### config.mk
export PLATFORM = sky130hd
export DESIGN_NAME = fpsr_ctrl
export DESIGN_NICKNAME = d
export VERILOG_FILES = /design/src/rtl/fpsr_ctrl.sv
export SDC_FILE = /design/constraint.sdc
export NUM_CORES = 1
export LEC_CHECK = 0
export BUFFER_PORTS_ARGS = -buffer_cell sky130_fd_sc_hd__clkbuf_2
export CORE_ASPECT_RATIO = 1.4
export CORE_MARGIN = 5
export CORE_UTILIZATION = 44
export CTS_CLUSTER_SIZE = 25
export DETAILED_ROUTE_END_ITERATION = 16
export PLACE_DENSITY = 0.79
export SLEW_MARGIN = 10
export SYNTH_ARGS = -nofsm -noshare
export SYNTH_HDL_FRONTEND = slang
export SYNTH_SLANG_ARGS = --single-unit
### constraint.sdc
create_clock -name clk -period 1.6 [get_ports clk]
set_input_delay 0.16 -clock clk [delete_from_list [all_inputs] [get_ports clk]]
set_output_delay 0.16 -clock clk [all_outputs]
set_load 0.05 [all_outputs]
### src/rtl/fpsr_ctrl.sv
module fpsr_ctrl #(
  parameter logic [2:0] VERSION = 3'd5
) (
  input  logic        clk,
  input  logic        rst_n,
  input  logic        sw_we,
  input  logic [23:0] sw_wdata,
  input  logic        op_done,
  input  logic [4:0]  op_exc,
  input  logic        op_unfin,
  input  logic        op_unimpl,
  input  logic        op_seqerr,
  input  logic        op_subnorm,
  output logic [23:0] status,
  output logic [1:0]  round_mode,
  output logic        flush_zero,
  output logic        trap_ieee,
  output logic        trap_other
);
  localparam logic [2:0] TT_NONE  = 3'd0;
  localparam logic [2:0] TT_IEEE  = 3'd1;
  localparam logic [2:0] TT_UNFIN = 3'd2;
  localparam logic [2:0] TT_UNIMP = 3'd3;
  localparam logic [2:0] TT_SEQ   = 3'd4;

  logic [4:0] cur, acc, tmask;
  logic       ns;
  logic [1:0] rnd;
  logic [2:0] tt;

  wire ieee_hit  = |(op_exc & tmask);
  wire unfin_hit = op_unfin | (op_subnorm & ~ns);

  logic [2:0] tt_nx;
  always_comb begin
    if (op_seqerr)      tt_nx = TT_SEQ;
    else if (op_unimpl) tt_nx = TT_UNIMP;
    else if (unfin_hit) tt_nx = TT_UNFIN;
    else if (ieee_hit)  tt_nx = TT_IEEE;
    else                tt_nx = TT_NONE;
  end

  always_ff @(posedge clk) begin
    if (!rst_n) begin
      cur <= '0; acc <= '0; tmask <= '0; ns <= 1'b0; rnd <= '0; tt <= TT_NONE;
      trap_ieee <= 1'b0; trap_other <= 1'b0;
    end else begin
      trap_ieee  <= 1'b0;
      trap_other <= 1'b0;
      if (sw_we) begin
        cur   <= sw_wdata[4:0];
        acc   <= sw_wdata[9:5];
        tmask <= sw_wdata[14:10];
        ns    <= sw_wdata[15];
        rnd   <= sw_wdata[17:16];
        tt    <= sw_wdata[20:18];
      end else if (op_done) begin
        tt <= tt_nx;
        case (tt_nx)
          TT_NONE: begin
            cur <= op_exc;
            acc <= acc | op_exc;
          end
          TT_IEEE: begin
            cur       <= op_exc;
            trap_ieee <= 1'b1;
          end
          default: trap_other <= 1'b1;
        endcase
      end
    end
  end

  assign status     = {VERSION, tt, rnd, ns, tmask, acc, cur};
  assign round_mode = rnd;
  assign flush_zero = ns;
endmodule

; ---- After elaboration in Yosys (flattened, before gate mapping)
; Index checks and enable logic that the tools add are counted.
[totals]
regBits = 23
in_bits = 37
out_inout_bits = 29
word_cells = 39
[classes]
eq_ne = 1
n_mux = 14
bitwise = 7
reduce_logical = 9
[op_table]
columns = cell, n
row1 = $mux 5, 6
row2 = $mux 3, 3
row3 = $reduce_bool 2->1, 3
row4 = $and 5x5->5, 1
row5 = $or 5x5->5, 1
row6 = $reduce_or 5->1, 1
row7 = $mux 2, 2
row8 = $reduce_and 2->1, 2
row9 = $eq 3x1->1 const B, 1
row10 = $logic_not 3->1, 1
row11 = $mux 1, 3
row12 = $not 1->1, 3
row13 = $reduce_or 3->1, 1
row14 = $reduce_or 2->1, 1
row15 = $and 1x1->1, 1
row16 = $or 1x1->1, 1

; ---- Logic depth before layout (Yosys ltp)
[logic_depth]
depth_word = 11
ltp_mapped = 5

; ---- Worst setup path after synthesis
; Ideal clock, no wire load.
[synth_timing]
path_kind = reg2reg
from = reg ns (netlist: flush_zero)
to = reg trap_ieee
arrival_time_ps = 1346
setup_slack_ps = 195
path_stages_with_launch = 6
period_less_slack_ps = 1405
cell_sequence = dfxtp_1 nand2b_1 buf_4 and3_1 buf_6 and3_1
[synth_via]
elab_chain_len = 8
[synth_lines]
columns = element, line
row1 = from (decl), 27  ; logic ns;
row2 = from (signal assigned), 54  ; ns <= sw_wdata[15];
row3 = $not 1->1, 32  ; wire unfin_hit = op_unfin | (op_subnorm & ~ns);
row4 = $and 1x1->1, 32
row5 = $or 1x1->1, 32
row6 = $mux 2, 38  ; else if (unfin_hit) tt_nx = TT_UNFIN;
row7 = $mux 2, 37  ; else if (op_unimpl) tt_nx = TT_UNIMP;
row8 = $mux 3, 36  ; if (op_seqerr) tt_nx = TT_SEQ;
row9 = $eq 3x1->1, 59  ; case (tt_nx)
row10 = $mux 1, 59
row11 = to (signal assigned), 46  ; trap_ieee <= 1'b0; trap_other <= 1'b0;
row12 = to (signal assigned), 48  ; trap_ieee <= 1'b0;
row13 = to (signal assigned), 66  ; trap_ieee <= 1'b1;
row14 = to (decl), 17  ; output logic trap_ieee,
; No other way between the ends.
; A chain may end at the register's enable or synchronous reset.

; ---- Worst setup path in the final report
; Same ends and word-level chain as after synthesis.

==> summary.md <==
| Metric | Value |
|---|---|
| Total GRT Usage | `around 16%` |
| Via count | `~1100` |
| Routability cong. | `~0.73` |
| Met3 GRT Util | `around 4.8%` |
| Top FF cell, synth | `dfxtp_1` |
| Worst flop-to-flop path startpoint | `flush_zero` |
| Sequential cell area fraction in the yosys report | `38.3%` |
| CP Launch Type | `flop` |
| Layout net count | `212` |
| Most frequent cell after synthesis | `dfxtp_1` |
| Rows | `22` |
| Root buf cell | `clkbuf_4` |
| Synthesized-area fraction occupied by adder cells | `0%` |
| Area of the core | `2620 µm²` |
| Setup TNS | `0 ns` |
| Synth unique cells | `29` |
| Final Slew Violations | `0` |
| Largest family of logic cells by synthesized area | `compound AO/OA/AOI/OAI gates` |
| Worst Skew | `between 0.007 and 0.008 ns` |
| Ys async rst share | `0%` |
| Largest net degree at the start of global routing | `22` |
| Flop2flop setup slack | `around 0.21 ns` |
| Leak pwr | `0.739 nW` |
| Tot Pwr | `0.00129 W` |
| Synth Area in XOR/XNOR | `0%` |
| Post-route cell area | `1480 µm²` |
| Worst Path Arrival | `roughly 1.7 ns` |
| Final Cycle Share | `about 87%` |
| Dpl cell area | `between 1000 and 1500 µm²` |
| Crit-path max FO | `10` |
| Max Cap Viol | `0` |
| I/O Buffers | `just under 60` |
| Cts hold-fix bufs | `0` |
| I/O pins | `66` |
| Worst-path clk slew | `around 0.13 ns` |
| Met2 Use GR | `approximately 28%` |
| Drt total wl | `2.93 mm` |
| Syn Inst Count | `roughly 120` |
| CTS tree | `yes` |
| Min Tclk post-route | `roughly 1.4 ns` |
| Number of H-tree levels | `1` |
| Hold Path Class | `in -> reg` |
| Fraction of synthesized area in multiplexers | `12.2%` |
| DRT antenna net count | `0` |
| Die ar. | `3890 µm²` |
| Dpl hpwl | `2.32 mm` |
| Area grow syn2layout | `23.1%` |
| Syn Area/Cell | `about 9.8 µm²` |
| Drt via density | `5.19` |
| RSZ-0062 raised after global routing | `no` |
| Most frequent cells after synthesis | `23 x dfxtp_1, 14 x nand2_1, 9 x mux2i_1, 9 x nor2b_1, 8 x buf_4` |
| DIE WIDTH | `about 54 µm` |
| ANT cells | `0` |
| Clk sink count | `23` |
| CTS Buf Count | `3` |
| Clk Latency, worst-skew pair | `roughly 0.31 ns` |
| Synth top area cells | `dfxtp_1 38%, mux2i_1 7.5%, a211oi_2 5.2%` |
| Synth top area share | `between 30% and 40%` |
| Crit path capture | `trap_ieee` |
| Critical path class | `reg -> reg` |
| Die H | `approximately 72 µm` |
| DR WL/cell | `13.9 µm` |
| Critical path launch point | `flush_zero` |
| DRT iter0 DRCs | `36` |
| Number of global-route vias before repair | `1078` |
| Hold Vio Cnt, Final | `0` |
| Busiest grt layer | `met2` |
| Worst reg-to-reg path cell count | `3` |
| Congestion Overflow GR | `0` |
| Post-synthesis compound-gate area fraction | `between 20% and 30%` |
| F_max | `a little over 0.7 GHz` |
| Endpoint kind of the worst setup timing path | `flop` |
| Drt first pass iters | `5` |
| Initial Utilization | `between 40% and 50%` |
| First-pass GRT wire length | `4.64 mm` |
| Clock Tree Buf Depth | `2` |
| Status | `finished clean` |
| Post_cts resized | `0` |
| Yosys warns | `0` |
| Number of setup buffers added after CTS | `0` |
| Post-synth EDFFs | `0` |
| Layout cells sized above 1 | `46.6%` |
| Setup violators final | `0` |
| Synth area leader | `dfxtp_1` |
| Power per cell area | `a little under 900 nW/µm²` |
| Synth Cell Area | `about 1200 µm²` |
| Initial antenna violation count | `0` |
| M1 GR Usage | `17.0%` |
| WP data required | `~1.9 ns` |
| DRC viols | `0` |
| Flops & latches, synth | `23` |
| Post-Synth Simple-Gate Area | `a little under a fifth` |
| HP Start | `sw_wdata[20]` |
| FF-to-FF End | `trap_ieee` |
| Maximum VDD drop | `slightly below 0.7 mV` |
| Final core utilization | `between 50% and 60%` |
| Hold Worst Slack | `between 0.05 and 0.06 ns` |
-- worst max-delay path: stages (launching register included) --
cell	delay, ns
dfxtp_1	0.39
nand2b_1	0.35
and3_1	0.40
and3_1	0.21
-- final cells by class --
| type | count | area, µm² |
|---|---|---|
| fillers | 247 | 1140 |
| clock buffers | 3 | 22.5 |
| repair buffers | 62 | 318 |
| flip-flops and latches | 23 | 460 |
| clock inverters | 1 | 5.00 |
| well taps | 36 | 45.0 |
| inverters | 2 | 7.51 |
| multi-input cells | 83 | 621 |
-- registers in the layout (all words and copies together) (netlist names) --
name	flops
acc	5
cur	5
flush_zero	1
trap_ieee	1
trap_other	1
tt	3
round_mode	2
tmask	5
-- worst min-delay path by stage --
stage | endpoint | slack [ns] | cells past startpoint
after floorplan | trap_other | 0.29 | 1
after global placement | tt[2] | 0.38 | 2
after detailed placement | tt[2] | 0.39 | 2
after CTS | tt[2] | 0.05 | 2
after global routing | tt[2] | 0.07 | 2
final | tt[2] | 0.06 | 2
-- cell families after synthesis --
logic type,after synthesis
AOI/OAI and AO/OA,29
buffers and inverters,17
DFF,23
muxes,14
other,2
and+or+nand+nor,37
-- per-layer routing --
layer / share of wire, % / vias to the layer above
met2: 52 / 39
met3: 8.3 / 4
met5: 0 / -
li1: - / 531
met1: 38 / 515
met4: 1.3 / 0
-- through the flow --
| stage | worst slack (ns) | std cells |
|---|---|---|
| 2_1_floorplan | 0.195 | 123 |
| 4_1_cts | 0.214 | 210 |
| 3_5_place_dp | 0.250 | 206 |
| 5_1_grt | 0.114 | 210 |
| 6_report | 0.213 | 210 |
| 3_3_place_gp | 0.284 | 206 |
-- where the power goes --
group | internal [W] | total, W | switching, W
clock | 0.0000934 | 0.000266 | 0.000173
sequential | 0.000608 | 0.000629 | 0.0000208
combinational | 0.000119 | 0.000390 | 0.000271
total | 0.000821 | 0.00129 | 0.000465
-- layout by cell type (no fill, tap or decap), types with 2 or more instances in the layout --
cell type	count
mux2_2	5
nor2b_1	9
mux2i_1	9
a21boi_0	2
nand2_1	14
inv_1	2
o211a_1	2
buf_4	3
dfxtp_1	23
o31ai_1	5
clkbuf_2	59
nor2_1	5
a311oi_1	5
and3_1	2
conb_1	3
o21ai_0	6
a211oi_2	5
clkbuf_4	3
Note: power is estimated with default switching activity, not from simulation.
